## src/rtl/wdog_pkg.sv

```systemverilog
package wdog_pkg;

  typedef struct packed {
    logic clear;
    logic restart;
    logic run;
  } cntCmd_t;

  typedef struct packed {
    logic expired;
    logic winOpen;
  } cntStat_t;

  localparam logic [7:0] SVC_ARM  = 8'h55;
  localparam logic [7:0] SVC_FIRE = 8'hAA;
  localparam int         TOP_EXP  = 24;

  function automatic logic [4:0] rateExp(input logic [2:0] rate);
    logic [4:0] e;
    case (rate)
      3'd1:    e = 5'd14;
      3'd2:    e = 5'd16;
      3'd3:    e = 5'd18;
      3'd4:    e = 5'd20;
      3'd5:    e = 5'd22;
      3'd6:    e = 5'd23;
      default: e = 5'd24;
    endcase
    return e;
  endfunction

endpackage

```

## src/rtl/wdog_count.sv

```systemverilog
module wdog_count
  import wdog_pkg::*;
#(
  parameter int EXP_SHIFT = 0,
  localparam int MAX_EXP = TOP_EXP - EXP_SHIFT,
  localparam int CNT_W = MAX_EXP + 1
) (
  input  logic     clk,
  input  logic     rstN,
  input  cntCmd_t  cmd,
  input  logic [4:0] expSel,
  output cntStat_t stat
);

  logic [CNT_W-1:0] count;
  logic [CNT_W-1:0] limit;
  logic [CNT_W-1:0] winStart;

  assign limit    = {{(CNT_W-1){1'b0}}, 1'b1} << expSel;
  assign winStart = limit - (limit >> 2);

  assign stat.expired = (count >= limit - {{(CNT_W-1){1'b0}}, 1'b1});
  assign stat.winOpen = (count >= winStart);

  always_ff @(posedge clk) begin
    if (!rstN || cmd.clear || cmd.restart) begin
      count <= '0;
    end else if (cmd.run) begin
      count <= count + {{(CNT_W-1){1'b0}}, 1'b1};
    end
  end

  // without run, restart or clear the count must not move
  p_hold_r7: assert property (@(posedge clk) disable iff (!rstN)
    (!cmd.run && !cmd.restart && !cmd.clear) |=> (count == $past(count)));

  // a running count advances by exactly one
  p_step_r3: assert property (@(posedge clk) disable iff (!rstN)
    (cmd.run && !cmd.restart && !cmd.clear) |=> (count == $past(count) + 1'b1));

endmodule

```

## src/rtl/wdog_ctrl.sv

```systemverilog
module wdog_ctrl
  import wdog_pkg::*;
#(
  parameter int EXP_SHIFT = 0
) (
  input  logic       clk,
  input  logic       rstN,
  input  logic       ctrlWe,
  input  logic [5:0] ctrlData,
  input  logic       svcWe,
  input  logic [7:0] svcData,
  input  logic       dbgActive,
  input  logic       specialMode,
  input  cntStat_t   stat,
  output cntCmd_t    cmd,
  output logic [4:0] expSel,
  output logic [4:0] ctrlQ,
  output logic       rstReq
);

  logic [2:0] rateQ;
  logic       winQ;
  logic       dbgStopQ;
  logic       lockQ;
  logic       armQ;

  logic       enabled;
  logic       forced;
  logic       effWin;
  logic [2:0] effRate;
  logic       hold;
  logic       fieldWr;
  logic       svcLive;
  logic       svcBad;
  logic       svcGood;
  logic       timeout;

  assign enabled = (rateQ != 3'd0);
  assign forced  = enabled && dbgActive && !dbgStopQ && specialMode;
  assign effWin  = winQ && !forced;
  assign effRate = forced ? 3'd7 : rateQ;
  assign expSel  = rateExp(effRate) - 5'(EXP_SHIFT);
  assign hold    = dbgActive && dbgStopQ;

  assign fieldWr = ctrlWe && !ctrlData[5] && (!lockQ || specialMode) && !rstReq;
  assign svcLive = svcWe && enabled && !rstReq;
  assign svcBad  = svcLive && (((svcData != SVC_ARM) && (svcData != SVC_FIRE)) ||
                               ((svcData == SVC_FIRE) && !armQ) ||
                               (effWin && !stat.winOpen));
  assign svcGood = svcLive && !svcBad && (svcData == SVC_FIRE);

  assign cmd.clear   = rstReq;
  assign cmd.run     = enabled && !hold && !rstReq;
  assign cmd.restart = (fieldWr && (ctrlData[2:0] != 3'd0)) || svcGood;
  assign timeout     = cmd.run && stat.expired;

  assign ctrlQ = {dbgStopQ, winQ, rateQ};

  always_ff @(posedge clk) begin
    if (!rstN || rstReq) begin
      rateQ    <= 3'd0;
      winQ     <= 1'b0;
      dbgStopQ <= 1'b0;
      lockQ    <= 1'b0;
      armQ     <= 1'b0;
      rstReq   <= 1'b0;
    end else begin
      if (ctrlWe) begin
        dbgStopQ <= ctrlData[4];
      end
      if (fieldWr) begin
        rateQ <= ctrlData[2:0];
        winQ  <= ctrlData[3];
        lockQ <= 1'b1;
      end
      if (cmd.restart) begin
        armQ <= 1'b0;
      end else if (svcLive && !svcBad && (svcData == SVC_ARM)) begin
        armQ <= 1'b1;
      end
      rstReq <= timeout || svcBad;
    end
  end

  // the request is a single-cycle pulse that leaves the fields cleared
  p_pulse_clear_r11: assert property (@(posedge clk) disable iff (!rstN)
    rstReq |=> (!rstReq && (ctrlQ == 5'd0)));

  // a service write before the window opens must lead to a request
  p_early_write_r6: assert property (@(posedge clk) disable iff (!rstN)
    (svcLive && effWin && !stat.winOpen) |=> rstReq);

  // 0xAA without a preceding 0x55 must lead to a request
  p_bad_seq_r5: assert property (@(posedge clk) disable iff (!rstN)
    (svcLive && (svcData == SVC_FIRE) && !armQ) |=> rstReq);

  // a disabled watchdog never requests a reset
  p_quiet_off_r12: assert property (@(posedge clk) disable iff (!rstN)
    (!enabled && !rstReq) |=> !rstReq);

endmodule

```

## src/rtl/wdog_top.sv

```systemverilog
module wdog_top
  import wdog_pkg::*;
#(
  parameter int EXP_SHIFT = 0
) (
  input  logic       clk,
  input  logic       rstN,
  input  logic       ctrlWe,
  input  logic [5:0] ctrlData,
  input  logic       svcWe,
  input  logic [7:0] svcData,
  input  logic       dbgActive,
  input  logic       specialMode,
  output logic [4:0] ctrlQ,
  output logic       rstReq
);

  cntCmd_t    cmd;
  cntStat_t   stat;
  logic [4:0] expSel;

  wdog_ctrl #(.EXP_SHIFT(EXP_SHIFT)) u_ctrl (
    .clk        (clk),
    .rstN       (rstN),
    .ctrlWe     (ctrlWe),
    .ctrlData   (ctrlData),
    .svcWe      (svcWe),
    .svcData    (svcData),
    .dbgActive  (dbgActive),
    .specialMode(specialMode),
    .stat       (stat),
    .cmd        (cmd),
    .expSel     (expSel),
    .ctrlQ      (ctrlQ),
    .rstReq     (rstReq)
  );

  wdog_count #(.EXP_SHIFT(EXP_SHIFT)) u_count (
    .clk   (clk),
    .rstN  (rstN),
    .cmd   (cmd),
    .expSel(expSel),
    .stat  (stat)
  );

endmodule

```

## config.mk

```make
export PLATFORM = sky130hd
export DESIGN_NAME = wdog_top
export DESIGN_NICKNAME = d
export VERILOG_FILES = /design/src/rtl/wdog_pkg.sv /design/src/rtl/wdog_count.sv /design/src/rtl/wdog_ctrl.sv /design/src/rtl/wdog_top.sv
export SDC_FILE = /design/constraint.sdc
export NUM_CORES = 1
export LEC_CHECK = 0
export ABC_AREA = 1
export BUFFER_PORTS_ARGS = -buffer_cell sky130_fd_sc_hd__buf_2
export CAP_MARGIN = 10
export CORE_UTILIZATION = 41
export CTS_BUF_LIST = sky130_fd_sc_hd__clkbuf_4 sky130_fd_sc_hd__clkbuf_8
export DETAILED_ROUTE_END_ITERATION = 8
export PLACE_DENSITY_LB_ADDON = 0.15
export SLEW_MARGIN = 20
export SYNTH_ARGS = -nofsm -noshare
export SYNTH_HDL_FRONTEND = slang
export SYNTH_HIERARCHICAL = 1
export SYNTH_SLANG_ARGS = --single-unit
```

## constraint.sdc

```tcl
create_clock -name clk -period 12.2 [get_ports clk]
set_input_delay 0.61 -clock clk [delete_from_list [all_inputs] [get_ports clk]]
set_output_delay 0.61 -clock clk [all_outputs]
set_load 0.005 [all_outputs]
```

==> run metrics <==
largest net degree at the start of global routing 22; CTS tree done; first-pass GRT wire length 24300 µm; DIE WIDTH 115 µm; Synth Instances 807; Worst EP arrival 6.40 ns; LEAKAGE 3.07 nW; worst setup margin 6.03 ns; DR WL/cell 14.3 µm; # rows 40; core footprint 12200 µm²; Post-synth EDFFs 0; post-CTS sizing 0; Pint 224 µW; Slowest cell on crit path nand4_1; Detailed Place HPWL 12300 µm; min cycle time layout 6.17 ns; Post-synth ARST share 0%; final WL 14300 µm; peak fanout along the critical path 15; htree depth 2; Seq cells post-synth 33; Synth Warn # 6; Die Ht 115 µm; Final Hold Fails 0; Syn-to-layout area delta 6.49%; worst hold path cell count 2; unrepaired setup endpoints after global routing no; drc violations 0; cell taking the most area after synthesis ha_1; TritonRoute pass-1 iters 6; most common cell in the netlist nand2_1; Netlist cell types 50; register area share after synthesis 12.7%; cts hold-fix bufs 0; Finished Cell Area 5550 µm²; Worst Tran Pin Value 0.737 ns; maximum vdd drop 41.5 µV; Rel. slew slack 50.7%; ant diodes 0; placed cell areas 5470 µm²; critical path endpoint category flip-flop; CTS Buf Count 5; top post-synthesis cells by count nand2_1 (180), inv_1 (109), ha_1 (79); Initial Util 42.6%; Post-Syn Area 5210 µm²; Syn Area/Cell 6.45 µm²; Hold Path End u_ctrl/winQ; antenna violations before repair 0; Layout Nets 930; top cell type's share of synthesized area 19.0%; clock sink count 33; FF-to-FF Start u_ctrl/rateQ[0]; Comb power frac 53.9%; Port Buffers 25; reg2reg setup slack 6.03 ns; cells on worst reg2reg path 31; Worst path most repeated cell nand2_1; postcts setup bufs 0; Net Switching 183 µW; Sw Share 45.0%; Syn Nets 907; number of global-route vias before repair 5059; GP Congestion 0.908; global route overflow 0; CP Class in2reg; maximum buffer depth of the clock tree 2; die area 13200 µm²; slowest stage delay, CP 0.57 ns; top post-synthesis cells by area ha_1 (19%), nand2_1 (13%), dfxtp_1 (13%); global router's overall resource usage 23.1%; worst flop-to-flop path endpoint u_count/count[12]; Hold Startpoint u_ctrl/winQ; final period utilization 50.6%; Slew Limit Fails 0; Cell Pwr Density 73.4 nW/µm²; Vias/cell 5.37; Critical Path Start Type input pin; iteration-0 DRC count of the detailed router 366; Peak Freq 0.162 GHz; Worst Skew 0.00414 ns; register share of total power 27.7%; IO Pins 26; Worst-path clk slew 0.07 ns; Worst Path Required 12.43 ns; Hold Crit Class reg2reg; dpl ws 5.56 ns; remaining antenna violation count 0; setup TNS 0 ns; clk root buf clkbuf_8; status finished clean; Clock Latency Late Sink 0.28 ns; Clock power frac 18.4%; share of cells above drive strength 1 11.3%; DR vias 5355; # setup viols final 0; max_cap viols 0; Primary FF master, synth dfxtp_1
==> worst max-delay path: cells and delay by family <==
family	cells	cell delay (ns)
compound gates	6	0.88
xor+xnor	1	0.14
fa+ha+maj	3	1.05
buf+inv	5	1.20
simple gates	17	2.51
==> layout by cell type (no fill, tap or decap), types with 2 or more instances in the layout <==
cell type	n
nand2_1	180
inv_1	109
ha_1	79
nor2_1	66
a21oi_1	65
nand3_1	50
nand4_1	36
dfxtp_1	33
o21ai_0	26
buf_2	25
nor3_1	20
xor2_1	18
inv_2	13
xnor2_1	12
nor2_2	9
nand2_2	7
nor3_2	6
o21ai_1	6
clkbuf_8	5
nor4_1	5
nor2_4	4
nand3_2	4
nor3b_1	4
o21a_1	4
nor3_4	3
nand3_4	3
nand3b_1	3
a21oi_2	3
o21bai_1	3
nand2_4	3
o31ai_1	2
a211oi_1	2
a31oi_1	2
==> flip-flops by register name (all words and copies together) (netlist names) <==
name,count
u_ctrl/lockQ,1
u_ctrl/winQ,1
u_ctrl/dbgStopQ,1
u_ctrl/rateQ,3
u_ctrl/rstReq,1
u_count/count,25
u_ctrl/armQ,1
==> layout make-up <==
cell class / instances / area [µm²]
Fill cell: 1316 / 6670
Multi-Input combinational cell: 642 / 4010
Sequential cell: 33 / 661
Inverter: 122 / 458
Tap cell: 168 / 210
Timing Repair Buffer: 26 / 133
Clock buffer: 5 / 68.8
Clock inverter: 1 / 5.00
==> power groups by stage <==
stage                     registers [mW]  clock network [mW]  logic, mW
after CTS                          0.113              0.0777      0.217
after global placement             0.115                   0      0.214
after global routing               0.113              0.0838      0.251
after floorplan                    0.114                   0      0.167
after detailed placement           0.115                   0      0.216
final                              0.113              0.0749      0.219
==> stage by stage <==
| stage | hold slack, ns | util (%) | power (mW) | cells |
|---|---|---|---|---|
| 6_report | 0.472 | 45.4 | 0.407 | 997 |
| 5_1_grt | 0.505 | 45.4 | 0.448 | 997 |
| 4_1_cts | 0.481 | 45.4 | 0.408 | 997 |
| 3_5_place_dp | 0.472 | 44.8 | 0.331 | 991 |
| 3_3_place_gp | 0.473 | 44.8 | 0.329 | 991 |
| 2_1_floorplan | 0.436 | - | 0.281 | 807 |
==> per-layer routing <==
layer / global-route usage [%] / part of all wire [%]
met5: 0 / 0
met4: 6.32 / 2.5
met3: 2.17 / 4.6
met2: 40.0 / 46
met1: 30.6 / 47
==> worst max path at each step <==
stage	start	end	slack, ns
2_1_floorplan	specialMode	u_count/count[13]	6.96
3_3_place_gp	dbgActive	u_count/count[12]	5.68
3_5_place_dp	specialMode	u_count/count[12]	5.56
4_1_cts	u_ctrl/rateQ[0]	u_count/count[12]	5.85
6_report	specialMode	u_count/count[12]	6.03
5_1_grt	u_ctrl/rateQ[0]	u_count/count[14]	5.39
==> cells by family after synthesis <==
logic type / after synthesis / share of synthesized area (%)
AND/OR/NAND/NOR: 409 / 39.1
adder cells (fa/ha/maj): 80 / 19.4
AO/OA/AOI/OAI: 122 / 13.1
XOR/XNOR: 31 / 5.36
buffers and inverters: 132 / 10.4
flip-flops: 33 / 12.7
No activity file was read; power rests on OpenSTA's default activity.
